--- src/rtl/lsm_pkg.sv ---
package lsm_pkg;
    typedef enum logic [1:0] {
        OP_SETUP = 2'd0,
        OP_XFER  = 2'd1,
        OP_WB    = 2'd2
    } op_kind_e;

    localparam logic [31:0] WB_OPCODE = 32'h0240_0000;

    // instruction field positions
    localparam int BIT_P = 24;
    localparam int BIT_U = 23;
    localparam int BIT_S = 22;
    localparam int BIT_W = 21;
    localparam int BIT_L = 20;
endpackage

--- src/rtl/lsm_popcount.sv ---
module lsm_popcount #(
    parameter int W   = 16,
    parameter int CW  = $clog2(W) + 1
) (
    input  logic [W-1:0]  vec,
    output logic [CW-1:0] count
);
    always_comb begin
        count = '0;
        for (int i = 0; i < W; i++) begin
            count = count + CW'(vec[i]);
        end
    end
endmodule

--- src/rtl/lsm_lowbit.sv ---
module lsm_lowbit #(
    parameter int W  = 16,
    parameter int IW = $clog2(W)
) (
    input  logic [W-1:0]  vec,
    output logic [W-1:0]  onehot,
    output logic [IW-1:0] idx
);
    assign onehot = vec & (~vec + W'(1));

    always_comb begin
        idx = '0;
        for (int i = 0; i < W; i++) begin
            if (onehot[i]) idx = IW'(i);
        end
    end
endmodule

--- src/rtl/lsm_uop_seq.sv ---
module lsm_uop_seq
    import lsm_pkg::*;
#(
    parameter int LIST_W = 16,
    localparam int IDX_W = $clog2(LIST_W),
    localparam int CNT_W = IDX_W + 1,
    localparam int OFF_W = IDX_W + 3
) (
    input  logic             clk,
    input  logic             rst_n,
    input  logic             in_valid,
    output logic             in_ready,
    input  logic [31:0]      in_instr,
    output logic             out_valid,
    input  logic             out_ready,
    output logic [1:0]       out_kind,
    output logic [31:0]      out_word,
    output logic             out_load,
    output logic [IDX_W-1:0] out_reg,
    output logic [OFF_W-1:0] out_offset,
    output logic             out_sub,
    output logic             out_last,
    output logic             err_unsupported
);
    typedef struct packed {
        logic              busy;
        op_kind_e          kind;
        logic [LIST_W-1:0] list;
        logic [OFF_W-1:0]  offset;
        logic [CNT_W-1:0]  cnt;
        logic              up;
        logic              load;
        logic              wb;
        logic [15:0]       hi;
        logic              err;
    } seq_state_t;

    seq_state_t s_d, s_q;

    logic [CNT_W-1:0]  in_cnt;
    logic [OFF_W-1:0]  in_four_n;
    logic [LIST_W-1:0] low_onehot;
    logic [IDX_W-1:0]  low_idx;
    logic [LIST_W-1:0] list_rest;
    logic              take;
    logic [3:0]        base_reg;
    logic [31:0]       wb_word;

    lsm_popcount #(.W(LIST_W), .CW(CNT_W)) u_count (
        .vec   (in_instr[LIST_W-1:0]),
        .count (in_cnt)
    );

    lsm_lowbit #(.W(LIST_W), .IW(IDX_W)) u_low (
        .vec    (s_q.list),
        .onehot (low_onehot),
        .idx    (low_idx)
    );

    assign in_four_n = OFF_W'(in_cnt) << 2;
    assign list_rest = s_q.list & ~low_onehot;
    assign take      = s_q.busy && out_ready;
    assign base_reg  = s_q.hi[3:0];
    assign wb_word   = {s_q.hi[15:12], 28'h0} | WB_OPCODE
                     | (32'(base_reg) << 16) | (32'(base_reg) << 12)
                     | (32'(s_q.cnt) << 2);

    always_comb begin
        s_d     = s_q;
        s_d.err = 1'b0;
        if (!s_q.busy) begin
            if (in_valid) begin
                if (in_instr[BIT_S]) begin
                    s_d.err = 1'b1;
                end else begin
                    s_d.busy = 1'b1;
                    s_d.kind = OP_SETUP;
                    s_d.list = in_instr[LIST_W-1:0];
                    s_d.cnt  = in_cnt;
                    s_d.up   = in_instr[BIT_U];
                    s_d.load = in_instr[BIT_L];
                    s_d.wb   = in_instr[BIT_W];
                    s_d.hi   = in_instr[31:16];
                    case ({in_instr[BIT_P], in_instr[BIT_U]})
                        2'b00:   s_d.offset = in_four_n - OFF_W'(4);
                        2'b01:   s_d.offset = '0;
                        2'b10:   s_d.offset = in_four_n;
                        default: s_d.offset = OFF_W'(4);
                    endcase
                end
            end
        end else if (take) begin
            case (s_q.kind)
                OP_SETUP: begin
                    if (s_q.list != '0)  s_d.kind = OP_XFER;
                    else if (s_q.wb)     s_d.kind = OP_WB;
                    else                 s_d.busy = 1'b0;
                end
                OP_XFER: begin
                    s_d.list   = list_rest;
                    s_d.offset = s_q.up ? s_q.offset + OFF_W'(4)
                                        : s_q.offset - OFF_W'(4);
                    if (list_rest == '0) begin
                        if (s_q.wb) s_d.kind = OP_WB;
                        else        s_d.busy = 1'b0;
                    end
                end
                default: s_d.busy = 1'b0;
            endcase
        end
    end

    always_ff @(posedge clk) begin
        if (!rst_n) s_q <= '0;
        else        s_q <= s_d;
    end

    always_comb begin
        out_word   = '0;
        out_reg    = '0;
        out_offset = '0;
        out_load   = 1'b0;
        out_sub    = 1'b0;
        out_last   = 1'b0;
        case (s_q.kind)
            OP_SETUP: begin
                out_word = {s_q.hi, 16'h0};
                out_last = (s_q.list == '0) && !s_q.wb;
            end
            OP_XFER: begin
                out_reg    = low_idx;
                out_offset = s_q.offset;
                out_load   = s_q.load;
                out_last   = (list_rest == '0) && !s_q.wb;
            end
            default: begin
                out_word = wb_word;
                out_sub  = !s_q.up;
                out_last = 1'b1;
            end
        endcase
    end

    assign in_ready        = !s_q.busy;
    assign out_valid       = s_q.busy;
    assign out_kind        = s_q.kind;
    assign err_unsupported = s_q.err;
endmodule

--- config.mk ---
export PLATFORM = sky130hd
export DESIGN_NAME = lsm_uop_seq
export DESIGN_NICKNAME = d
export VERILOG_FILES = /design/src/rtl/lsm_pkg.sv /design/src/rtl/lsm_popcount.sv /design/src/rtl/lsm_lowbit.sv /design/src/rtl/lsm_uop_seq.sv
export SDC_FILE = /design/constraint.sdc
export NUM_CORES = 1
export LEC_CHECK = 0
export ABC_AREA = 1
export ABC_CLOCK_PERIOD_IN_PS = 5250
export BUFFER_PORTS_ARGS = -buffer_cell sky130_fd_sc_hd__buf_2
export CORE_ASPECT_RATIO = 0.6
export CORE_MARGIN = 2
export CORE_UTILIZATION = 40
export DETAILED_ROUTE_END_ITERATION = 6
export MAX_ROUTING_LAYER = met4
export SLEW_MARGIN = 10
export SYNTH_ARGS = -nofsm -noshare
export SYNTH_HDL_FRONTEND = slang
export SYNTH_SLANG_ARGS = --single-unit
--- constraint.sdc ---
create_clock -name clk -period 5.25 [get_ports clk]
set_input_delay 0.525 -clock clk [delete_from_list [all_inputs] [get_ports clk]]
set_output_delay 0.525 -clock clk [all_outputs]
set_load 0.1 [all_outputs]
== After elaboration in Yosys (flattened, before gate mapping) ==
Index checks and enable logic that the tools add are counted.
Cells by class
  add/sub/neg operators: 19
  eq/ne operators: 8
  mux-type cells: 36
  bitwise gates (word level): 11
  reductions and logical operators: 17
Operator list (count)
  $add A5 B1 Y5: 14
  $pmux W32 S2: 1
  $mux W26: 2
  $mux W51: 1
  $mux W50: 1
  $mux W4: 9
  $and A16 B16 Y16: 2
  $logic_not A16 Y1: 2
  $not A16 Y16: 2
  $or A32 B16 Y32: 1
  $or A32 B20 Y32: 1
  $or A32 B7 Y32: 1
  $mux W23: 1
  $pmux W7 S3: 1
  $add A16 B1 Y16 const B: 1
  $reduce_bool A16 Y1: 1
  $mux W3: 5
  $mux W7: 2
  $sub A7 B3 Y7 const B: 2
  $mux W2: 4
  $add A7 B3 Y7 const B: 1
  $mux W1: 6
  $ne A2 B1 Y1 const B: 3
  $reduce_and A5 Y1: 1
  16 further kinds: 26
Storage, ports and cells
  register bits after elaboration: 50
  input port bits: 36
  output and inout bits: 51
  word-level logic and storage cells: 101

== Longest topological paths before layout ==
Gate-level depths: netlist of run 1.
  depth after elaboration: 20
  depth in mapped cells: 19
  gate-level depth less buffers: 19

== Hierarchy ==
From an unflattened synthesis of run 1, not the netlist that was laid out.
Second synthesis, totals
  cell total of the unflattened synthesis: 556
  area, all modules: 3508.4 µm²
By module, submodules not included
  lsm_uop_seq: times used 1, cells an instance 413, area an instance 2650.0 µm², seq. area each 900.9 µm²
  lsm_lowbit: times used 1, cells an instance 87, area an instance 429.2 µm², seq. area each 0.0 µm²
  lsm_popcount: times used 1, cells an instance 56, area an instance 429.2 µm², seq. area each 0.0 µm²

== Least setup slack after synthesis of run 1 ==
No wires, ideal clock.
  kind: input to register
  start: in in_instr[0]
  end: reg s_q[31] in the netlist's numbering
  setup time: 0.074 ns
  arrival time: 4.341 ns
  required time: 5.176 ns
  path slack: 0.835 ns
  cell stages on the path: 17
  path buffers: 0
  path through: ha_1 -> inv_1 -> fa_1 -> fa_1 -> fa_1 -> fa_1 -> fa_1 -> inv_1 -> fa_1 -> inv_1 -> ha_1 -> nand2_1 -> nor2_1 -> nand2_1 -> a21boi_0 -> o21ai_0 -> a31oi_1
Between the ends
  word-level cells in the longest chain between the ends: 20
Ends and longest elaborated chain
  start, declared: RTL line lsm_uop_seq.sv:13  | input logic [31:0] in_instr,
  $add A1 B1 Y2: RTL line lsm_popcount.sv:11  | count = count + CW'(vec[i]);
  $add A5 B1 Y5 (14 in series): RTL line lsm_popcount.sv:11
  named net in_cnt[1]: RTL line lsm_uop_seq.sv:40  | logic [CNT_W-1:0] in_cnt;
  $sub A7 B3 Y7: RTL line lsm_uop_seq.sv:85  | 2'b00: s_d.offset = in_four_n - OFF_W'(4);
  $pmux W7 S3: RTL line lsm_uop_seq.sv:84  | case ({in_instr[BIT_P], in_instr[BIT_U]})
  $mux W50: RTL line lsm_uop_seq.sv:73  | if (in_instr[BIT_S]) begin
  $mux W51: RTL line lsm_uop_seq.sv:72  | if (in_valid) begin
  $mux W26: RTL line lsm_uop_seq.sv:71  | if (!s_q.busy) begin
  end signal, assigned: RTL line lsm_uop_seq.sv:114  | if (!rst_n) s_q <= '0;
  end signal, assigned: RTL line lsm_uop_seq.sv:115  | else s_q <= s_d;
  end, declared: RTL line lsm_uop_seq.sv:38  | seq_state_t s_d, s_q;
The timed path passes the listed nets, and every way through them passes these cells. The select of a mux whose other input is x is not followed.
A chain may end at the register's enable or synchronous reset.

== Worst setup path after layout of run 1 ==
Same ends and word-level chain as after synthesis.

==> results of run 1 <==
==> metal layers <==
layer / wire length, µm / vias up / track usage, %
li1: - / 1649 / -
met1: 5110 / 1468 / 36.1
met2: 3470 / 117 / 30.7
met3: 712 / 5 / 4.92
met4: 50 / 0 / 3.57
met5: 0 / - / -
==> stage by stage <==
stage                     instances  instance area [µm²]
after floorplan                 490                 3220
after global placement          646                 3590
after detailed placement        646                 3590
after CTS                       654                 3780
after global routing            654                 3780
final                           654                 3780
==> kinds of logic after synthesis <==
family | after synthesis
buffers and inverters | 120
other | 1
AND/OR/NAND/NOR | 180
AO/OA/AOI/OAI | 113
flip-flops | 45
adder cells (fa/ha/maj) | 20
XOR/XNOR | 3
==> layout by cell type, fill, tap and decap left out, types with 2 or more instances in the layout <==
master     Yosys  routed
a221oi_1       7       7
nand2_1       71      71
fa_1          11      11
o21ai_1        2       2
bufinv_16      0       2
o211ai_1       2       2
clkbuf_16      0       5
o221a_2        2       2
o21ai_0       37      37
nor3_1         5       5
a31oi_1        3       3
conb_1         1       9
buf_4         11       2
dfxtp_1       45      45
ha_1           9       9
o22ai_1        4       4
a21oi_1       46      46
xor2_1         2       2
nand4_1        3       3
a211oi_1       5       5
nand3_1       24      24
nor2_2         2       2
or2_2          2       2
buf_2          4      77
nor2_4         3       3
nand2_2        5       5
nor3_2         2       2
nor4_1         2       2
inv_2          4       4
inv_1         85      85
nor2_1        61      61
==> worst max-delay path, cell delays in order <==
cell,delay (ns)
buf_2,0.11
ha_1,0.28
inv_1,0.08
fa_1,0.44
fa_1,0.50
fa_1,0.54
fa_1,0.43
fa_1,0.37
inv_1,0.09
fa_1,0.45
inv_1,0.08
ha_1,0.17
nand2_1,0.06
nor2_1,0.12
nand2_1,0.07
a21boi_0,0.14
o21ai_0,0.11
a31oi_1,0.13
==> final timing paths <==
kind,from,end
max reg2reg,out_valid,s_q[28]
min reg2reg,s_q[14],s_q[14]
min,s_q[14],s_q[14]
max,in_instr[0],s_q[31]
==> layout make-up <==
type	count	area (µm²)	share of cell area [%]
Tap cell	108	135	3.57
Clock inverter	3	65.1	1.72
Inverter	89	334	8.84
Timing Repair Buffer	79	400	10.6
Multi-Input combinational cell	325	1820	48.1
Clock buffer	5	125	3.31
Sequential cell	45	901	23.8
==> report_power, final <==
group / total (mW) / internal (mW) / switching (mW)
combinational: 0.683 / 0.189 / 0.494
sequential: 0.403 / 0.373 / 0.0308
clock: 0.410 / 0.272 / 0.138
total: 1.50 / 0.833 / 0.662
==> impl_metrics.yaml, run 1 <==
yosys:
  synth_flop_cell: "dfxtp_1"
  synth_fa_ha_area_share_pct: 10.4
  synth_compound_area_share_pct: 20.3
  synth-edff-count: 0
  avgSynthCellArea_um2: 6.61
  syn_inst: 482
  synth_top_family_by_area: "simple AND/OR/NAND/NOR gates"
  synth-xor-area-share_pct: 0.824
  synthArstFlopShare_pct: 0
  synth_top_area_cell: "dfxtp_1"
  ys_types: 37
  synth_common_cells: "85 x inv_1, 71 x nand2_1, 61 x nor2_1"
  synthSimpleGateAreaFrac_pct: 24.5
  synthMuxAreaShare_pct: 0
  synth_area_um2: 3190
  yosysWarnings: 0
  ys_seq_area_share_pct: 28.3
  synth_area_leaders: "dfxtp_1 28%, inv_1 10%, nand2_1 8.4%"
  synth.ff_latch_count: 45
  yosysMostFrequentCell: "inv_1"
  synth.top_cell.area_share_pct: 28.3
placement:
  portBuffers: 77
  hpwl_um: 7080
  place_congestion: 0.969
  dpl_worst_slack_ns: 0.493
layout:
  nets: 601
  largest_register_ffs: 37
  area_growth_syn_to_layout_pct: 18.6
  fill_cells: 820
  utilization_pct: 48.5
  diodes: 0
  drive_gt1_share_pct: 19.8
timing:
  final-setup-viol-count: 0
  rsz0062_at_grt: "no"
  slew_viol_final: 0
  finalWorstSetupSlack_ns: 0.777
  finalHoldViolCount: 0
  fin_worst_skew_ns: 0.00530
  maxSlewHeadroom_pct: 35.1
  fmax_ghz: 0.224
  fin_hold_ws_ns: 0.458
  setup_tns_ns: 0
  worst_slew_pin_slew_ns: 0.970
  fin_crit_ns: 4.47
  fin_crit_sh_pct: 85.2
detailed_routing:
  num_vias: 3239
  drc: 0
  vias_per_cell: 4.95
  ant_nets: 0
  drtPass1Iterations: 4
  routedWlPerCell_um: 14.3
  drt-initial-drc-count: 294
  routed_wl_um: 9340
global_route:
  first_global_vias: 2931
  grt_use_total_pct: 23.3
  grt_pass1_wl_um: 15300
  overflow: 0
  grt_max_degree: 40
  grt_antenna_before_repair: 0
setup_path:
  crit_type: "input port to flip-flop"
  cp.required_ns: 5.47
  reg2reg_slack_ns: 2.70
  rr_worst_depth: 10
  crit_arrival_ns: 4.69
  cp-start-kind: "input port"
  cp_max_fo: 3
  endpoint_kind: "flip-flop"
status:
  status: "finished, final reports clean"
floorplanning:
  die_area_um2: 8720
  rows: 25
  coreArea_um2: 7790
  ioPinCount: 87
  dieWidth_um: 119
  die_y_um: 73.2
  initial_core_util_pct: 40.9
power_and_ir_drop:
  finalPower_mw: 1.50
  powerDensity_nw_per_um2: 396
  p_leak_nw: 1.95
  vdd_drop_max_mv: 0.223
clock_tree:
  cts_setup_buffers: 0
  cts_hold_buf: 0
  ctsLongestPathBuffers: 2
  path_clk_slew_ns: 0.07
  cts_root_buf: "clkbuf_16"
  numCtsBuffers: 5
  clkSinkCount: 45
  cts_tree: "built"
  cts_resized: 0
  clk_latency_ns: 0.29
  htreeDepth: 2
worst_hold_path:
  hold_depth: 2
  hold_path.class: "flip-flop to flip-flop"
run:
  max-cap-violations: 0
Power figures use the tool's default switching activity.
==> inputs of run 2 (changes only) <==
--- a/config.mk
+++ b/config.mk
@@ -8,11 +8,15 @@
 export ABC_AREA = 1
 export ABC_CLOCK_PERIOD_IN_PS = 5250
 export BUFFER_PORTS_ARGS = -buffer_cell sky130_fd_sc_hd__buf_2
+export CAP_MARGIN = 20
+export CELL_PAD_IN_SITES_DETAIL_PLACEMENT = 0
+export CELL_PAD_IN_SITES_GLOBAL_PLACEMENT = 1
 export CORE_ASPECT_RATIO = 0.6
 export CORE_MARGIN = 2
-export CORE_UTILIZATION = 40
+export CORE_UTILIZATION = 37
 export DETAILED_ROUTE_END_ITERATION = 6
 export MAX_ROUTING_LAYER = met4
+export PLACE_DENSITY_LB_ADDON = 0.1
 export SLEW_MARGIN = 10
 export SYNTH_ARGS = -nofsm -noshare
 export SYNTH_HDL_FRONTEND = slang
==> run 2 against run 1 <==
Routed wire length grew 1.3%. Combinational power is essentially flat. Critical path depth is the same. Clock-buffer cell count grew 1. Worst hold slack lost 0.00087 ns. Clock skew is essentially flat. Via count grew 0.52%. Largest cell class unchanged. Largest power group unchanged.
==> impl_metrics.yaml, run 2 (synthesized netlist as in run 1, its figures left out) <==
detailed_routing:
  ant_nets: 0
  num_vias: 3256
  vias_per_cell: 4.94
  routed_wl_um: 9460
  drt-initial-drc-count: 227
  drc: 0
  routedWlPerCell_um: 14.4
  drtPass1Iterations: 5
layout:
  final-instance-count-excl-fill: 659
  drive_gt1_share_pct: 19.7
  mostFrequentLayoutCell: "inv_1"
  nets: 602
  layout_common_cells: "85 x inv_1, 77 x buf_2, 71 x nand2_1"
  largest_register_ffs: 37
  fill_cells: 914
  diodes: 0
  area_growth_syn_to_layout_pct: 17.4
placement:
  portBuffers: 77
  place_congestion: 0.989
  hpwl_um: 7240
  placed_cells: 650
timing:
  fin_hold_ws_ns: 0.458
  rsz0062_at_grt: "no"
  finalHoldViolCount: 0
  fmax_ghz: 0.227
  fin_crit_sh_pct: 84.0
  worst_slew_pin_slew_ns: 0.631
  fin_crit_ns: 4.41
  maxSlewHeadroom_pct: 57.9
  setup_tns_ns: 0
  slew_viol_final: 0
  final-setup-viol-count: 0
  fin_worst_skew_ns: 0.00489
power_and_ir_drop:
  powerDensity_nw_per_um2: 373
  vdd_drop_max_mv: 0.155
  p_leak_nw: 1.94
setup_path:
  crit_top_cell: "fa_1"
  crit_path_start: "in_instr[0]"
  endpoint_kind: "flip-flop"
  crit_type: "input port to flip-flop"
  cpPeakStageDelay_ns: 0.53
  cp_max_fo: 3
  r2r-start: "out_valid"
  cp-start-kind: "input port"
  cp.required_ns: 5.46
  crit_chain: "buf_2 > ha_1 > inv_1 > fa_1 > fa_1 > fa_1 > fa_1 > fa_1 > inv_1 > fa_1 > inv_1 > ha_1 > nand2_1 > nor2_1 > nand2_1 > a21boi_0 > o21ai_0 > a31oi_1"
  crit_arrival_ns: 4.62
  critPathSlowestCell: "fa_1"
global_route:
  grt_max_degree: 40
  first_global_vias: 3068
  grt_use_total_pct: 22.1
  grt_pass1_wl_um: 15800
  grt_antenna_before_repair: 0
  overflow: 0
floorplanning:
  initial_core_util_pct: 37.8
  die_y_um: 75.9
  ioPinCount: 87
  coreArea_um2: 8430
  rows: 26
  dieWidth_um: 124
  die_area_um2: 9400
clock_tree:
  htreeDepth: 2
  cts_resized: 0
  ctsLongestPathBuffers: 2
  numCtsBuffers: 5
  path_clk_slew_ns: 0.06
  clkSinkCount: 45
  cts_hold_buf: 0
  cts_setup_buffers: 0
  clk_latency_ns: 0.29
  cts_root_buf: "clkbuf_16"
  cts_tree: "built"
run:
  max-cap-violations: 0
worst_hold_path:
  hold_start: "s_q[9]"
  hold_path.class: "flip-flop to flip-flop"
status:
  status: "finished, final reports clean"
[run 2: cell count changes in the layout (fill, tap and decap cells not counted)]
| cell | delta |
|---|---|
| clkinv_2 | +1 |
| clkbuf_1 | +1 |
| bufinv_16 | -2 |
| buf_4 | +1 |
[run 2: power by group]
part           switching, mW  internal (mW)  leakage [nW]
Clock                  0.138          0.175        0.0706
Combinational          0.493          0.188          1.49
Sequential            0.0302          0.373         0.370
[run 2: metal layers]
| layer | routed length [µm] | track usage, % | part of all wire (%) | up-vias |
|---|---|---|---|---|
| met5 | 0 | - | 0 | - |
| met1 | 5130 | 34.1 | 54 | 1488 |
| met2 | 3520 | 28.6 | 37 | 109 |
| met3 | 773 | 5.72 | 8.2 | 2 |
| li1 | - | - | - | 1657 |
| met4 | 29 | 3.98 | 0.31 | 0 |
[run 2: final cells by class]
cell class              instances  area (µm²)  share of cell area, %
clock buffers                   6         129                   3.44
inverters                      89         334                   8.93
clock inverters                 2        10.0                  0.267
repair buffers                 80         408                   10.9
well taps                     112         140                   3.74
flip-flops and latches         45         901                   24.1
multi-input cells             325        1820                   48.6
[run 2: critical path: cells and delay by family]
kind / cells / cell delay (ns)
buffers and inverters: 4 / 0.34
adder cells (fa/ha/maj): 8 / 3.12
AND/OR/NAND/NOR: 3 / 0.26
AO/OA/AOI/OAI: 3 / 0.38
[run 2: path summary, 6_finish.rpt]
kind	endpoint	slack, ns	depth (start not counted)
setup / recovery	s_q[31]	0.84	18
hold / removal	s_q[9]	0.46	2
setup reg to reg	s_q[28]	2.61	10
hold reg to reg	s_q[9]	0.46	2
[run 2: through the flow]
| stage | instance area, µm² | setup WS [ns] | util [%] | total power, mW |
|---|---|---|---|---|
| after floorplan | 3220 | 0.835 | - | 0.956 |
| after global placement | 3600 | 0.604 | 42.7 | 1.08 |
| after detailed placement | 3600 | 0.539 | 42.7 | 1.09 |
| after CTS | 3730 | 0.831 | 44.3 | 1.40 |
| final | 3740 | 0.840 | 44.4 | 1.40 |
| after global routing | 3740 | 0.581 | 44.4 | 1.51 |
==> inputs of run 3 (changes only) <==
--- a/config.mk
+++ b/config.mk
@@ -5,15 +5,15 @@
 export SDC_FILE = /design/constraint.sdc
 export NUM_CORES = 1
 export LEC_CHECK = 0
-export ABC_AREA = 1
-export ABC_CLOCK_PERIOD_IN_PS = 5250
+export ABC_AREA = 0
+export ABC_CLOCK_PERIOD_IN_PS = 3650
 export BUFFER_PORTS_ARGS = -buffer_cell sky130_fd_sc_hd__buf_2
 export CAP_MARGIN = 20
 export CELL_PAD_IN_SITES_DETAIL_PLACEMENT = 0
 export CELL_PAD_IN_SITES_GLOBAL_PLACEMENT = 1
 export CORE_ASPECT_RATIO = 0.6
 export CORE_MARGIN = 2
-export CORE_UTILIZATION = 37
+export CORE_UTILIZATION = 34
 export DETAILED_ROUTE_END_ITERATION = 6
 export MAX_ROUTING_LAYER = met4
 export PLACE_DENSITY_LB_ADDON = 0.1
==> constraint.sdc (replaced) <==
create_clock -name clk -period 3.65 [get_ports clk]
set_input_delay 0.365 -clock clk [delete_from_list [all_inputs] [get_ports clk]]
set_output_delay 0.365 -clock clk [all_outputs]
set_load 0.1 [all_outputs]
==> run 3 against run 2 <==
The run now ends with negative setup slack left. Core utilization is 0.49 points lower. Clock power is 45% higher. Cell count is 5.2% lower. Sequential share of layout area is 1.7 points lower. Combinational power is 64% higher. Clock skew is 0.0067 ns higher. Synthesized area is 0.51% higher. Register-to-register slack worse by 1.4 ns.
==> impl_metrics.yaml, run 3 <==
status:
  status: "finished, violations left"
  violations: "negative setup slack"
timing:
  finalHoldViolCount: 0
  fin_crit_sh_pct: 114
  finalWorstSetupSlack_ns: -0.496
  slew_viol_final: 0
  final-setup-viol-count: 6
  fin_hold_ws_ns: 0.326
  rsz0062_at_grt: "yes"
  fin_worst_skew_ns: 0.0116
  worst_slew_pin_slew_ns: 0.725
  setup_tns_ns: -1.82
  maxSlewHeadroom_pct: 51.7
  fmax_ghz: 0.241
  fin_crit_ns: 4.15
layout:
  largest_register_ffs: 37
  layout_common_cells: "75 x buf_2, 56 x nand2_1, 45 x dfxtp_1"
  diodes: 0
  multi_input_area_um2: 2110
  utilization_pct: 43.9
  nets: 551
  fill_cells: 976
  drive_gt1_share_pct: 26.7
  area_growth_syn_to_layout_pct: 25.5
  final-instance-count-excl-fill: 625
  mostFrequentLayoutCell: "buf_2"
  regArea_um2: 901
  fin_area_um2: 4020
setup_path:
  path_depth: 17
  cpPeakStageDelay_ns: 0.51
  cp_max_fo: 2
  crit_arrival_ns: 4.32
  crit_top_cell: "fa_1"
  worstSetupEndpoint: "s_q[31]"
  cp.required_ns: 3.82
  rr_worst_depth: 6
  path_delay_family: "adder cells"
  crit_type: "input port to flip-flop"
  cp-start-kind: "input port"
  crit_chain: "buf_8 > ha_4 > inv_2 > fa_1 > fa_1 > fa_1 > fa_1 > fa_2 > inv_2 > fa_2 > inv_2 > ha_4 > nor2b_4 > nand2_1 > a21oi_2 > xor2_1 > a41o_1"
  endpoint_kind: "flip-flop"
  r2r-end: "out_kind[0]"
  crit_path_start: "in_instr[1]"
  r2r-start: "s_q[38]"
  reg2reg_slack_ns: 1.19
  critPathSlowestCell: "fa_1"
  path_buf_inv: 4
global_route:
  grt_use_total_pct: 19.3
  first_global_vias: 2798
  grt_pass1_wl_um: 14900
  grt_max_degree: 49
  grt_antenna_before_repair: 0
  overflow: 0
yosys:
  ys_seq_area_share_pct: 28.1
  synth_top_family_by_area: "simple AND/OR/NAND/NOR gates"
  synth_compound_area_share_pct: 22.1
  synth-edff-count: 0
  synth_area_um2: 3200
  synth.ff_latch_count: 45
  ys_types: 47
  synth.top_cell.area_share_pct: 28.1
  yosysMostFrequentCell: "nand2_1"
  avgSynthCellArea_um2: 7.67
  synth_area_leaders: "dfxtp_1 28%, fa_1 6.9%, nand2_1 6.8%"
  synth_fa_ha_area_share_pct: 10.4
  synthArstFlopShare_pct: 0
  synthMuxAreaShare_pct: 0
  synth_top_area_cell: "dfxtp_1"
  synth-xor-area-share_pct: 1.64
  synthSimpleGateAreaFrac_pct: 27.4
  synth_common_cells: "58 x nand2_1, 45 x dfxtp_1, 34 x inv_1"
  yosysWarnings: 0
  syn_inst: 418
  synth_flop_cell: "dfxtp_1"
detailed_routing:
  drt-initial-drc-count: 255
  vias_per_cell: 4.92
  routed_wl_um: 9450
  routedWlPerCell_um: 15.1
  ant_nets: 0
  drc: 0
  drtPass1Iterations: 4
  num_vias: 3072
power_and_ir_drop:
  vdd_drop_max_mv: 0.464
  finalPower_mw: 2.14
  powerDensity_nw_per_um2: 532
  p_leak_nw: 1.83
floorplanning:
  dieWidth_um: 129
  initial_core_util_pct: 35.0
  die_area_um2: 10200
  die_y_um: 79.2
  ioPinCount: 87
  coreArea_um2: 9160
  rows: 27
clock_tree:
  cts_tree: "built"
  ctsLongestPathBuffers: 2
  numCtsBuffers: 5
  htreeDepth: 2
  cts_root_buf: "clkbuf_16"
  cts_hold_buf: 0
  path_clk_slew_ns: 0.06
  clk_latency_ns: 0.29
  clkSinkCount: 45
placement:
  dpl_worst_slack_ns: -0.831
  placed_cells: 616
  dpl-instance-area_um2: 3810
  hpwl_um: 6960
  portBuffers: 77
  place_congestion: 0.804
run:
  max-cap-violations: 0
worst_hold_path:
  hold_path.class: "input port to flip-flop"
-- run 3: cell count changes after synthesis, sizes merged, moves of 9 or more --
cell    change
clkbuf      +9
a22oi      +15
o21ai      -17
a21boi     +17
and2       +26
nand3      -18
nand2      -18
nor2       -47
a21oi      -28
nor2b      +23
inv        -55
-- run 3: kinds of logic after synthesis --
kind of cell    Yosys count
simple gates            168
compound gates          106
buf+inv                  72
flops                    45
fa+ha+maj                20
xor+xnor                  6
other cells               1
-- run 3: tightest hold or removal path, delay by kind of cell --
kind / cells / cell delay, ns
AO/OA/AOI/OAI: 1 / 0.06
AND/OR/NAND/NOR: 1 / 0.04
buffers and inverters: 1 / 0.10
-- run 3: what timing repair did --
action | in CTS | in global routing
setup endpoints to repair | 8 | 9
setup buffers | 1 | 2
pin swaps | 5 | 8
resized for setup | 9 | 8
-- run 3: layer usage --
layer / routed length, µm / GRT usage, % / vias to the layer above / part of all wire (%)
met5: 0 / - / - / 0
met4: 45 / 2.93 / 0 / 0.48
met3: 635 / 3.37 / 5 / 6.7
met2: 3870 / 27.1 / 78 / 41
met1: 4890 / 29.3 / 1442 / 52
li1: - / - / 1547 / -
-- run 3: area by class of cell --
cell class | instances | share of cell area, %
Tap cell | 130 | 4.04
Multi-Input combinational cell | 309 | 52.5
Inverter | 34 | 3.17
Timing Repair Buffer | 100 | 14.4
Sequential cell | 45 | 22.4
Clock buffer | 7 | 3.55
-- run 3: power breakdown --
part | switching, mW | internal, mW | leakage, nW
registers | 0.0378 | 0.525 | 0.367
logic | 0.623 | 0.498 | 1.40
clock network | 0.186 | 0.269 | 0.0700
-- run 3: how the worst min path moves through the flow --
stage,startpoint,end,depth (start not counted)
6_report,in_instr[16],base_reg[0],3
5_1_grt,in_instr[25],s_q[10],3
4_1_cts,in_instr[16],base_reg[0],3
3_5_place_dp,s_q[15],s_q[15],2
3_3_place_gp,s_q[14],s_q[14],2
2_1_floorplan,s_q[15],s_q[15],2
